[src/rtl/flap_pkg.sv]
package flap_pkg;

   typedef enum logic [2:0] {
      ST_IDLE,
      ST_STOP,
      ST_READ,
      ST_ARM,
      ST_SPIN,
      ST_RUN,
      ST_FIN
   } flap_state_t;

   function automatic int flap_max3(input int a, input int b, input int c);
      int m;
      m = (a > b) ? a : b;
      return (m > c) ? m : c;
   endfunction

endpackage

[src/rtl/flap_tick_timer.sv]
module flap_tick_timer #(
   parameter int TICK_DIV = 1,
   parameter int LEN_W    = 8
) (
   input  logic             clk,
   input  logic             rst_n,
   input  logic             load,
   input  logic [LEN_W-1:0] len,
   output logic             expired
);

   logic [LEN_W-1:0] cnt_q;
   logic             tick;

   generate
      if (TICK_DIV > 1) begin : g_prescale
         localparam int PRE_W = $clog2(TICK_DIV);
         logic [PRE_W-1:0] pre_q;

         always_ff @(posedge clk or negedge rst_n) begin
            if (!rst_n) begin
               pre_q <= '0;
            end else if (load) begin
               pre_q <= PRE_W'(TICK_DIV - 1);
            end else if (cnt_q != '0) begin
               pre_q <= (pre_q == '0) ? PRE_W'(TICK_DIV - 1) : pre_q - 1'b1;
            end
         end

         assign tick = (pre_q == '0);
      end else begin : g_direct
         assign tick = 1'b1;
      end
   endgenerate

   always_ff @(posedge clk or negedge rst_n) begin
      if (!rst_n) begin
         cnt_q <= '0;
      end else if (load) begin
         cnt_q <= len;
      end else if (cnt_q != '0 && tick) begin
         cnt_q <= cnt_q - 1'b1;
      end
   end

   assign expired = !load && (cnt_q == '0);

   // a finished interval stays finished until the next load
   p_timer_parks_r5: assert property (@(posedge clk) disable iff (!rst_n)
      (cnt_q == '0 && !load) |=> (cnt_q == '0));

endmodule

[src/rtl/flap_sel_decode.sv]
module flap_sel_decode #(
   parameter int N = 16,
   parameter int W = 4
) (
   input  logic         en,
   input  logic [W-1:0] addr,
   output logic [N-1:0] sel_n
);

   initial begin
      assert (N >= 1 && N <= (1 << W))
         else $error("flap_sel_decode: N does not fit the address width");
   end

   generate
      for (genvar i = 0; i < N; i++) begin : g_sel
         assign sel_n[i] = !(en && (addr == W'(i)));
      end
   endgenerate

endmodule

[src/rtl/flap_seq.sv]
module flap_seq
   import flap_pkg::*;
#(
   parameter int LINE_W    = 4,
   parameter int COL_W     = 6,
   parameter int CODE_W    = 6,
   parameter int LEN_W     = 8,
   parameter int SETUP_T   = 2,
   parameter int HOLD_T    = 2,
   parameter int FLAP_T    = 100,
   parameter int MAX_TRIES = 64
) (
   input  logic              clk,
   input  logic              rst_n,
   input  logic              cmd_valid,
   input  logic [LINE_W-1:0] cmd_line,
   input  logic [COL_W-1:0]  cmd_col,
   input  logic [CODE_W-1:0] cmd_code,
   input  logic [CODE_W-1:0] data_n,
   input  logic              tmr_expired,
   output logic              tmr_load,
   output logic [LEN_W-1:0]  tmr_len,
   output logic              line_en,
   output logic              col_en,
   output logic              start_n,
   output logic [LINE_W-1:0] line_q,
   output logic [COL_W-1:0]  col_q,
   output logic              cmd_ready,
   output logic              done,
   output logic [CODE_W-1:0] done_code,
   output logic              busy,
   output logic              error
);

   localparam int TRY_W = $clog2(MAX_TRIES + 1);

   initial begin
      assert (MAX_TRIES >= 1) else $error("flap_seq: MAX_TRIES must be at least 1");
      assert (CODE_W >= 2) else $error("flap_seq: CODE_W too small");
   end

   flap_state_t       state_q, state_d;
   logic              ld_q;
   logic [CODE_W-1:0] tgt_q, code_q;
   logic [TRY_W-1:0]  tries_q;
   logic              ok_q, done_q, err_q;

   logic [CODE_W-1:0] rd_code;
   logic              moving, hit, last_try, sample;

   assign rd_code  = ~data_n;
   assign moving   = &data_n;
   assign hit      = !moving && (rd_code == tgt_q);
   assign last_try = (tries_q + TRY_W'(1)) >= TRY_W'(MAX_TRIES);
   assign sample   = (state_q == ST_READ) && tmr_expired;

   always_comb begin
      state_d = state_q;
      case (state_q)
         ST_IDLE: if (cmd_valid)   state_d = ST_STOP;
         ST_STOP: if (tmr_expired) state_d = ST_READ;
         ST_READ: if (tmr_expired) state_d = (hit || last_try) ? ST_FIN : ST_ARM;
         ST_ARM:  if (tmr_expired) state_d = ST_SPIN;
         ST_SPIN: if (tmr_expired) state_d = ST_RUN;
         ST_RUN:  if (tmr_expired) state_d = ST_STOP;
         ST_FIN:  if (tmr_expired) state_d = ST_IDLE;
         default:                  state_d = ST_IDLE;
      endcase
   end

   always_comb begin
      line_en = 1'b0;
      col_en  = 1'b0;
      start_n = 1'b1;
      tmr_len = LEN_W'(HOLD_T);
      case (state_q)
         ST_STOP: begin col_en = 1'b1;                                   end
         ST_READ: begin col_en = 1'b1; line_en = 1'b1; tmr_len = LEN_W'(SETUP_T); end
         ST_ARM:  begin col_en = 1'b1; line_en = 1'b1; start_n = 1'b0;   end
         ST_SPIN: begin col_en = 1'b1;                 start_n = 1'b0;   end
         ST_RUN:  begin                                tmr_len = LEN_W'(FLAP_T); end
         ST_FIN:  begin col_en = 1'b1;                                   end
         default: ;
      endcase
   end

   always_ff @(posedge clk or negedge rst_n) begin
      if (!rst_n) begin
         state_q <= ST_IDLE;
         ld_q    <= 1'b0;
         tgt_q   <= '0;
         code_q  <= '0;
         tries_q <= '0;
         ok_q    <= 1'b0;
         done_q  <= 1'b0;
         err_q   <= 1'b0;
         line_q  <= '0;
         col_q   <= '0;
      end else begin
         state_q <= state_d;
         ld_q    <= (state_d != state_q);
         done_q  <= 1'b0;
         if (state_q == ST_IDLE && cmd_valid) begin
            line_q  <= cmd_line;
            col_q   <= cmd_col;
            tgt_q   <= cmd_code;
            tries_q <= '0;
            err_q   <= 1'b0;
         end
         if (sample) begin
            tries_q <= tries_q + TRY_W'(1);
            code_q  <= rd_code;
            ok_q    <= hit;
         end
         if (state_q == ST_FIN && tmr_expired) begin
            done_q <= ok_q;
            err_q  <= !ok_q;
         end
      end
   end

   assign tmr_load  = ld_q;
   assign cmd_ready = (state_q == ST_IDLE);
   assign busy      = (state_q != ST_IDLE);
   assign done      = done_q;
   assign done_code = code_q;
   assign error     = err_q;

   // an idle block drives nothing onto the matrix
   p_idle_quiet_r1: assert property (@(posedge clk) disable iff (!rst_n)
      cmd_ready |-> (!line_en && !col_en && start_n));

   // the reported code is the commanded target
   p_done_code_r6: assert property (@(posedge clk) disable iff (!rst_n)
      done |-> (done_code == tgt_q));

   // done and error never coincide, and the try count stays bounded
   p_done_not_err_r8: assert property (@(posedge clk) disable iff (!rst_n)
      done |-> !error);
   p_tries_bound_r8: assert property (@(posedge clk) disable iff (!rst_n)
      tries_q <= TRY_W'(MAX_TRIES));

   // the latched command does not change while busy
   p_cmd_held_r9: assert property (@(posedge clk) disable iff (!rst_n)
      (busy && $past(busy)) |-> ($stable(tgt_q) && $stable(line_q) && $stable(col_q)));

endmodule

[src/rtl/flap_matrix_ctrl.sv]
module flap_matrix_ctrl
   import flap_pkg::*;
#(
   parameter int LINE_W    = 4,
   parameter int COL_W     = 6,
   parameter int N_LINES   = 16,
   parameter int N_COLS    = 64,
   parameter int CODE_W    = 6,
   parameter int TICK_DIV  = 50000,
   parameter int SETUP_T   = 2,
   parameter int HOLD_T    = 2,
   parameter int FLAP_T    = 100,
   parameter int MAX_TRIES = 64
) (
   input  logic               clk,
   input  logic               rst_n,
   input  logic               cmd_valid,
   output logic               cmd_ready,
   input  logic [LINE_W-1:0]  cmd_line,
   input  logic [COL_W-1:0]   cmd_col,
   input  logic [CODE_W-1:0]  cmd_code,
   output logic [N_LINES-1:0] line_sel_n,
   output logic [N_COLS-1:0]  col_sel_n,
   output logic               start_n,
   input  logic [CODE_W-1:0]  data_n,
   output logic               done,
   output logic [CODE_W-1:0]  done_code,
   output logic               busy,
   output logic               error
);

   localparam int MAX_T = flap_max3(SETUP_T, HOLD_T, FLAP_T);
   localparam int LEN_W = $clog2(MAX_T + 1);

   initial begin
      assert (TICK_DIV >= 1) else $error("flap_matrix_ctrl: TICK_DIV must be at least 1");
      assert (FLAP_T >= 1 && SETUP_T >= 1 && HOLD_T >= 1)
         else $error("flap_matrix_ctrl: intervals must be at least one tick");
   end

   logic              tmr_load, tmr_expired;
   logic [LEN_W-1:0]  tmr_len;
   logic              line_en, col_en;
   logic [LINE_W-1:0] line_q;
   logic [COL_W-1:0]  col_q;

   flap_seq #(
      .LINE_W(LINE_W), .COL_W(COL_W), .CODE_W(CODE_W), .LEN_W(LEN_W),
      .SETUP_T(SETUP_T), .HOLD_T(HOLD_T), .FLAP_T(FLAP_T), .MAX_TRIES(MAX_TRIES)
   ) u_seq (
      .clk(clk), .rst_n(rst_n),
      .cmd_valid(cmd_valid), .cmd_line(cmd_line), .cmd_col(cmd_col), .cmd_code(cmd_code),
      .data_n(data_n),
      .tmr_expired(tmr_expired), .tmr_load(tmr_load), .tmr_len(tmr_len),
      .line_en(line_en), .col_en(col_en), .start_n(start_n),
      .line_q(line_q), .col_q(col_q),
      .cmd_ready(cmd_ready), .done(done), .done_code(done_code),
      .busy(busy), .error(error)
   );

   flap_tick_timer #(.TICK_DIV(TICK_DIV), .LEN_W(LEN_W)) u_timer (
      .clk(clk), .rst_n(rst_n), .load(tmr_load), .len(tmr_len), .expired(tmr_expired)
   );

   flap_sel_decode #(.N(N_LINES), .W(LINE_W)) u_line_dec (
      .en(line_en), .addr(line_q), .sel_n(line_sel_n)
   );

   flap_sel_decode #(.N(N_COLS), .W(COL_W)) u_col_dec (
      .en(col_en), .addr(col_q), .sel_n(col_sel_n)
   );

   // one line and one column at most
   p_sel_onehot_r2: assert property (@(posedge clk) disable iff (!rst_n)
      $onehot0(~line_sel_n) && $onehot0(~col_sel_n));

   // a line is only selected inside a selected column
   p_line_in_col_r3: assert property (@(posedge clk) disable iff (!rst_n)
      (line_sel_n != '1) |-> (col_sel_n != '1));

   // start is only asserted toward a selected column
   p_start_scope_r4: assert property (@(posedge clk) disable iff (!rst_n)
      !start_n |-> (col_sel_n != '1));

   // a line select falls only after its column edge has happened
   p_read_after_edge_r5: assert property (@(posedge clk) disable iff (!rst_n)
      ((&$past(line_sel_n)) && !(&line_sel_n)) |-> !(&$past(col_sel_n)));

endmodule

[config.mk]
export PLATFORM = sky130hd
export DESIGN_NAME = flap_matrix_ctrl
export DESIGN_NICKNAME = d
export VERILOG_FILES = /design/src/rtl/flap_pkg.sv /design/src/rtl/flap_tick_timer.sv /design/src/rtl/flap_sel_decode.sv /design/src/rtl/flap_seq.sv /design/src/rtl/flap_matrix_ctrl.sv
export SDC_FILE = /design/constraint.sdc
export NUM_CORES = 1
export LEC_CHECK = 0
export BUFFER_PORTS_ARGS = -buffer_cell sky130_fd_sc_hd__buf_2
export CAP_MARGIN = 10
export CORE_MARGIN = 1
export CORE_UTILIZATION = 56
export DETAILED_ROUTE_END_ITERATION = 6
export PLACE_DENSITY = 0.89
export SLEW_MARGIN = 20
export SYNTH_ARGS = -nofsm -noshare
export SYNTH_HDL_FRONTEND = slang
export SYNTH_HIERARCHICAL = 1
export SYNTH_SLANG_ARGS = --single-unit
[constraint.sdc]
create_clock -name clk -period 3.4 [get_ports clk]
set_input_delay 0.51 -clock clk [delete_from_list [all_inputs] [get_ports clk]]
set_output_delay 0.51 -clock clk [all_outputs]
set_load 0.005 [all_outputs]
Yosys cells after proc, flatten, opt, wreduce, memory -nomap -nowiden. Cells that the tools add are included.

Register bits after elaboration: 59. Output and inout port bits: 91.

Equality and inequality tests: 86. Bitwise operators: 1. Muxes and demuxes: 23. Reduce and logical (&&, ||, !) cells: 185. Order comparisons: 1. Add/sub/neg operators: 3.

Operators by type and width (number): == test 6 bit (second input constant) (32); == test 6 x 5 -> 1 bit (second input constant) (16); logical AND 1 bit (86); logical NOT 1 bit (83); == test 6 x 4 -> 1 bit (second input constant) (8); 2-to-1 mux 16 bit (3); 2-to-1 mux 7 bit (5); == test 4 bit (second input constant) (8); == test 6 x 3 -> 1 bit (second input constant) (4); 2-to-1 mux 3 bit (8); case mux 3 bit (7 select lines) (1); == test 4 x 3 -> 1 bit (second input constant) (4); logical NOT 16 bit (1); subtractor 16 x 1 -> 16 bit (second input constant) (1); == test 6 x 2 -> 1 bit (second input constant) (2); == test 3 bit (second input constant) (3); == test 4 x 2 -> 1 bit (second input constant) (2); nonzero test 2 bit (4); adder 7 x 1 -> 7 bit (second input constant) (1); greater-or-equal comparator 7 bit (second input constant) (1); logical NOT 7 bit (1); nonzero test 7 bit (1); subtractor 7 x 1 -> 7 bit (second input constant) (1); == test 3 x 2 -> 1 bit (second input constant) (2); 15 further kinds (21).

Longest topological paths before layout. Gate-level depths: netlist (run 1).

Depth after elaboration: 8. Gate-level depth with buffers: 9. Gate-level depth less buffers: 8.

Hierarchy. The synthesis (run 1) kept the hierarchy.

By module, submodules not included: flap_seq (seq. area each 900.9 sq um, times used 1, area an instance 1739.2 sq um, cells each 151); flap_tick_timer (seq. area each 575.6 sq um, times used 1, area an instance 1392.6 sq um, cells each 150); flap_sel_decode at u_col_dec (seq. area each 0.0 sq um, times used 1, area an instance 524.3 sq um, cells each 95); flap_sel_decode at u_line_dec (seq. area each 0.0 sq um, times used 1, area an instance 165.2 sq um, cells each 28).

Worst setup path before layout (run 1). OpenSTA, ideal clock, no wires.

Path type: reg-to-reg. Start point: register u_timer.cnt_q[2]. End point: register u_seq.state_q[2]. Buffers on the path: 2. Data required time: 3.262 ns. Library setup time: 0.138 ns. Cell stages (with the launch flop): 9. Clock period less this slack: 2.221 ns. Data arrival time: 2.083 ns. Setup slack: 1.179 ns. Cell sequence: dfrtp_1 -> or4_1 -> clkbuf_1 -> nor3_4 -> clkbuf_1 -> a21oi_1 -> o21a_1 -> nor2_1 -> a31oi_1.

Cells in the longest elaborated chain, start to end: 4. Elaborated cells between the ends (all ways): 9. Classes of those cells: mux: 7; reduce/logical: 2.

RTL lines: start: declaration (line flap_tick_timer.sv:12) `logic [LEN_W-1:0] cnt_q;`; start signal: assignment (line flap_tick_timer.sv:40) `cnt_q <= len;`; start signal: assignment (line flap_tick_timer.sv:42) `cnt_q <= cnt_q - 1'b1;`; logical NOT 7 bit * (line flap_tick_timer.sv:46) `assign expired = !load && (cnt_q == '0);`; logical AND 1 bit * (line flap_tick_timer.sv:46); net tmr_expired (line flap_matrix_ctrl.sv:41) `logic tmr_load, tmr_expired;`; 2-to-1 mux 3 bit (tied with other cells) (line flap_seq.sv:66) `ST_FIN: if (tmr_expired) state_d = ST_IDLE;`; case mux 3 bit (7 select lines) * (line flap_seq.sv:59) `case (state_q)`; net u_seq.state_d[2] (line flap_seq.sv:42) `flap_state_t state_q, state_d;`; end signal: assignment (line flap_seq.sv:100) `state_q <= state_d;`; end: declaration (line flap_seq.sv:42).

The timed path passes the listed nets; every way through them passes the cells marked *. A chain may end at the register's enable or synchronous reset.

Worst setup path in the final report (run 1).
Start point: register u_seq.state_q[0]. End point: output port col_sel_n[9].

Cells in the longest elaborated chain, start to end: 5. Elaborated cells between the ends (all ways): 9. Classes of those cells: eq/ne: 5; mux: 1; reduce/logical: 3.

RTL lines: == test 3 x 1 -> 1 bit (tied with other cells) (line flap_seq.sv:76) `case (state_q)`; OR reduction 5 bit (no line) *; 2-to-1 mux 1 bit * (line flap_seq.sv:76); net col_en (line flap_matrix_ctrl.sv:43) `logic line_en, col_en;`; logical AND 1 bit * (line flap_sel_decode.sv:17) `assign sel_n[i] = !(en && (addr == W'(i)));`; logical NOT 1 bit * (line flap_sel_decode.sv:17); end: declaration (line flap_matrix_ctrl.sv:23) `output logic [N_COLS-1:0] col_sel_n,`.

Marked as above.

==> results of run 1 <==
[layer usage]
layer  GRT usage [%]  share of wire, %  up-vias  routed length, um
met2            47.6                51      157               4690
met5               0                 0        -                  0
met1            30.4                40     1688               3730
met4            10.6               1.7        0                160
met3            6.00               6.7       14                619
li1                -                 -     1718                  -
[where the power goes]
group	internal [mW]	total [mW]	switching, mW
clock	0.349	0.664	0.315
sequential	0.703	0.705	0.00197
combinational	0.0160	0.0417	0.0257
[sequential cells by signal, indices dropped and copies added, names as in the netlist]
signal	flops
u_seq/error	1
u_seq/done_code	6
u_seq/col_q	6
u_seq/tries_q	7
u_seq/state_q	3
u_seq/done	1
u_seq/tgt_q	6
u_seq/ok_q	1
u_timer/g_prescale.pre_q	16
u_timer/cnt_q	7
u_seq/tmr_load	1
u_seq/line_q	4
[cell families (layout without fill, tap and decap cells)]
logic type	after synthesis	after routing	share of synthesized area (%)
multiplexers	18	18	6.84
AND/OR/NAND/NOR	210	210	32.1
other	1	3	0.0981
adder cells (fa/ha/maj)	5	5	1.64
flip-flops	59	59	38.6
AO/OA/AOI/OAI	75	75	12.3
buffers and inverters	47	149	6.35
XOR/XNOR	9	9	2.06
[cell type report]
type / count / area, um2 / share of cell area, %
Timing Repair Buffer: 119 / 606 / 13.3
Tap cell: 77 / 96.3 / 2.12
Sequential cell: 59 / 1480 / 32.5
Multi-Input combinational cell: 320 / 2110 / 46.4
Clock buffer: 9 / 124 / 2.72
Inverter: 14 / 52.6 / 1.16
Clock inverter: 7 / 82.6 / 1.82
[worst reg2reg max path, stage by stage, from the launching register on]
cell and delay (ns):
dfrtp_1 0.43, or4_1 0.69, nor3_4 0.22, buf_4 0.26, and4bb_4 0.32, a21oi_2 0.09, o21ai_1 0.16, o31ai_1 0.09
[synthesized netlist by cell type (10+ instances only)]
master and count:
o31ai_1 10, inv_1 13, a21oi_1 13, buf_2 13
nand3_1 15, mux2_4 16, nand2_1 91, o21ai_0 21
dfrtp_1 59, or3_1 10, nor2_1 17
[worst paths after layout]
kind                                    start                  to  slack, ns  cells past startpoint
max in group asynchronous               rst_n      u_seq/col_q[5]       2.37                      2
min in group clk                  cmd_code[0]      u_seq/tgt_q[0]       0.38                      2
min reg2reg                u_seq/done_code[5]  u_seq/done_code[5]       0.48                      2
min                                     rst_n     u_seq/line_q[2]       0.19                      1
max                          u_seq/state_q[0]        col_sel_n[9]       0.41                      5
max reg2reg                  u_timer/cnt_q[2]    u_seq/tries_q[3]       1.04                      7
==> impl_results.md, run 1 <==
* Run status: finished with violations
* Failing checks: DRC
* Maximum VDD drop at 0.251 mV
* Largest net degree at the start of global routing at 32
* Util after Layout at 70.4%
* CP required at 2.89 ns
* Placement Setup Slack at 0.824 ns
* Mapped Area at 0.00382 mm2
* H-tree Lvls at 3
* DRC viols at 14
* Max-capacitance violation count at 0
* Worst skew pair latency at 0.35 ns
* Setup bufs post-CTS at 0
* Worst hold path type: input port to async pin
* CORE AREA at 0.00646 mm2
* Critical Path Max Stage Delay at 0.83 ns
* Starting Density at 59.2%
* Leakage dissipation at 1.87 nW
* Commonest non-fill, non-tap cells in the layout: buf_2, nand2_1, dfrtp_1, o21ai_0, nor2_1
* # hold bufs at CTS at 0
* CTS buffer count at 9
* Top-level port count at 116
* CTS sink cnt at 59
* Initial DRC Count at 250
* Drt total wl at 9200 um
* #FFs+latches synth at 59
* Finished Cell Area at 0.00455 mm2
* Routability Congestion at 0.807
* CTS Root Cell: clkbuf_8
* CP max stage cell: nor3b_2
* Clock-pin slew on the worst setup and hold paths at 0.08 ns
* Die height at 84.6 um
* Buf/Inv on CP at 1
* DR pass1 iterations at 7
* Hold slack at 0.188 ns
* Row cnt at 29
* Ys flop type: dfrtp_1
* Largest cells by area after synthesis: dfrtp_1, nand2_1, mux2_4, o21ai_0, and4bb_1
* Crit Path Class: flip-flop to output pin
* Vias at 3,577
* Setup Viol. Count Final at 0
* Final Hold Vio Count at 0
* Vias per cell at 5.91
* Initial antenna violation count at 0
* Total chip power at 1.41 mW
* Avg Cell Area, Syn at 9.01 um2
* PnR worst setup slack at 0.407 ns
* Cell type with the highest aggregate area in the netlist: dfrtp_1
* Worst Path Arrival at 2.48 ns
* Layout cells sized above 1 at 32.2%
* Endpoint type of the worst setup path: output pin
* Vias in the first global route at 3,288
* Post-synth EDFFs at 0
* Minimum clock period at 2.99 ns
* Fin Setup TNS at 0 ns
* Clk_skew at 0.00887 ns
* Sequential area share after synthesis at 38.6%
* Fraction of registers with async set/reset at 100%
* GRT Overall Usage at 26.5%
* TritonCTS clock tree: built
* Slew margin rel. at 37.1%
* Layout area overhead at 19.0%
* Crit Path Max Fanout at 16
* GRT overflow at 0
* Post-DP Area at 0.00434 mm2
* Nets at 553
* Tightest Pin Transition at 0.939 ns
* Clock Tree Buf Depth at 2
* Syn Inst Count at 424
* Worst path top cell family by delay: simple AND/OR/NAND/NOR gates
* Die X at 84.6 um
* Post-synth cell types at 66
* Synth top area share at 38.6%
* Cell count after placement at 589
* RSZ-0062 raised after global routing: false
* Fillers at 507
* Commonest non-fill, non-tap cell in the layout: buf_2
* WL/cell at 15.2 um
* Max-slew violation count at 0
* Worst setup SP type: flip-flop
* First-pass GRT wire length at 15,100 um
* Hpwl dp at 6720 um
* PwrDens at 310 mW/mm2
* Finished Layout Cells at 605
* Period utilisation layout at 88.0%
* Port Buffers at 115
* DIE AREA at 0.00716 mm2
* Synth warn at 6
* Highest Clock Rate at 0.334 GHz
* Ant. Diodes at 0
* Post-CTS resize count at 0
* Antenna-violating nets left at 0
* CP Cell Sequence: nor3_4 -> a21oi_1 -> nor3b_2 -> nand2_1 -> buf_2
Note: power is estimated with default switching activity, not from simulation.
==> inputs of run 2 (changes only) <==
--- a/config.mk
+++ b/config.mk
@@ -8,9 +8,10 @@
 export BUFFER_PORTS_ARGS = -buffer_cell sky130_fd_sc_hd__buf_2
 export CAP_MARGIN = 10
 export CORE_MARGIN = 1
-export CORE_UTILIZATION = 56
+export CORE_UTILIZATION = 52
 export DETAILED_ROUTE_END_ITERATION = 6
-export PLACE_DENSITY = 0.89
+export PLACE_DENSITY = 0.84
+export RECOVER_POWER = 25
 export SLEW_MARGIN = 20
 export SYNTH_ARGS = -nofsm -noshare
 export SYNTH_HDL_FRONTEND = slang
==> constraint.sdc (replaced) <==
create_clock -name clk -period 2.8 [get_ports clk]
set_input_delay 0.42 -clock clk [delete_from_list [all_inputs] [get_ports clk]]
set_output_delay 0.42 -clock clk [all_outputs]
set_load 0.005 [all_outputs]
==> impl_results.md, run 2 (synthesized netlist as in run 1, its figures left out) <==
* CTS buffer count at 9
* WL/cell at 14.3 um
* DRC viols at 0
* Tightest Pin Transition at 1.87 ns
* Minimum clock period at 2.55 ns
* Worst Path Arrival at 2.13 ns
* Finished Layout Cells at 626
* First-pass GRT wire length at 14,300 um
* PwrDens at 350 mW/mm2
* Drt total wl at 8950 um
* CP max stage cell: dfrtp_1
* Clk_skew at 0.00924 ns
* Post-CTS resize count at 0
* Commonest non-fill, non-tap cells in the layout: buf_2, nand2_1, dfrtp_1, o21ai_0, nor2_1
* Initial DRC Count at 359
* Vias in the first global route at 3,114
* Starting Density at 55.0%
* Die X at 87.7 um
* PnR worst setup slack at 0.246 ns
* Util after Layout at 65.4%
* Worst setup SP type: flip-flop
* Commonest non-fill, non-tap cell in the layout: buf_2
* Setup bufs post-CTS at 0
* Clock Tree Buf Depth at 2
* Crit path launch: u_seq/state_q[0]
* Cell count after placement at 610
* TritonCTS clock tree: built
* Port Buffers at 115
* Placement Setup Slack at 0.552 ns
* Period utilisation layout at 91.2%
* Worst skew pair latency at 0.34 ns
* Leakage dissipation at 1.86 nW
* Finished Cell Area at 0.00454 mm2
* Row cnt at 30
* GRT overflow at 0
* Crit Path Max Fanout at 16
* Max-slew violation count at 36
* Vias per cell at 5.64
* Clock-pin slew on the worst setup and hold paths at 0.07 ns
* Maximum VDD drop at 0.273 mV
* Endpoint type of the worst setup path: output pin
* Failing checks: capacitance limit, slew limit
* CP required at 2.38 ns
* DIE AREA at 0.00769 mm2
* Antenna-violating nets left at 0
* Post-DP Area at 0.00438 mm2
* Highest Clock Rate at 0.392 GHz
* Nets at 555
* CTS sink cnt at 59
* Run status: finished with violations
* H-tree Lvls at 3
* Initial antenna violation count at 0
* Ant. Diodes at 0
* Die height at 87.7 um
* CTS Root Cell: clkbuf_8
* Final Hold Vio Count at 0
* Hold slack at 0.297 ns
* Reg2reg path depth at 7
* RSZ-0062 raised after global routing: false
* Worst reg2reg path endpoint: u_seq/tries_q[3]
* CP Cell Sequence: nor3_4 -> a21oi_1 -> and3b_1 -> nand2_1 -> buf_2
* CORE AREA at 0.00694 mm2
* Largest net degree at the start of global routing at 36
* Routability Congestion at 0.862
* Layout area overhead at 18.9%
* Slew margin rel. at -24.9%
* Top-level port count at 116
* Vias at 3,528
* Setup Viol. Count Final at 0
* GRT Overall Usage at 24.2%
* CP endpoint: col_sel_n[18]
* Total chip power at 1.59 mW
* Layout cells sized above 1 at 31.9%
* Critical Path Max Stage Delay at 0.58 ns
* DR pass1 iterations at 4
* Worst R2R Start: u_timer/cnt_q[2]
* Number of flip-flops in the largest register at 16
* Max-capacitance violation count at 1
* Crit Path Class: flip-flop to output pin
* Worst hold path type: input port to flip-flop
* # hold bufs at CTS at 0
* Fin Setup TNS at 0 ns
* FF-to-FF setup slack at 0.52 ns
* Hpwl dp at 6510 um
* Largest registers: u_timer/g_prescale.pre_q (16), u_seq/tries_q (7), u_timer/cnt_q (7)
* Top reg by flops: u_timer/g_prescale.pre_q
-- run 2: changes by cell type in the layout (fill, tap and decap cells not counted), sizes merged --
| cell | previous run | this run |
|---|---|---|
| buf | 119 | 118 |
| bufinv | 1 | 0 |
| clkbuf | 9 | 14 |
| clkinv | 3 | 5 |
| inv | 17 | 14 |
-- run 2: area by class of cell --
type                    instances  area, um2
clock buffers                  11        141
repair buffers                121        613
clock inverters                 5       28.8
flip-flops and latches         59       1480
inverters                      14       52.6
multi-input cells             320       2110
well taps                      96        120
fillers                       562       2400
-- run 2: where the power goes --
part / switching, mW / internal [mW] / total (mW)
sequential: 0.00204 / 0.854 / 0.856
clock: 0.342 / 0.340 / 0.682
combinational: 0.0321 / 0.0191 / 0.0513
total: 0.376 / 1.21 / 1.59
-- run 2: worst min path at each step --
stage / cells after the start / to / start
floorplan: 0 / u_seq/col_q[0] / rst_n
detailed placement: 2 / u_seq/done_code[3] / u_seq/done_code[3]
finish: 2 / u_seq/done_code[5] / data_n[5]
global placement: 2 / u_seq/done_code[5] / u_seq/done_code[5]
CTS: 1 / u_seq/line_q[0] / rst_n
global route: 2 / u_seq/tgt_q[0] / cmd_code[0]
-- run 2: critical path: cells and delay by family, from the launching register on --
kind / cells / cell delay [ns]
flops: 1 / 0.58
simple gates: 3 / 0.82
compound gates: 1 / 0.23
buf+inv: 1 / 0.15
-- run 2: metal layers --
layer	wire, um	track usage (%)	vias to the layer above
met4	170	10.3	0
met2	4450	43.1	151
met3	514	5.37	13
met5	0	0	-
li1	-	-	1717
met1	3810	28.1	1647
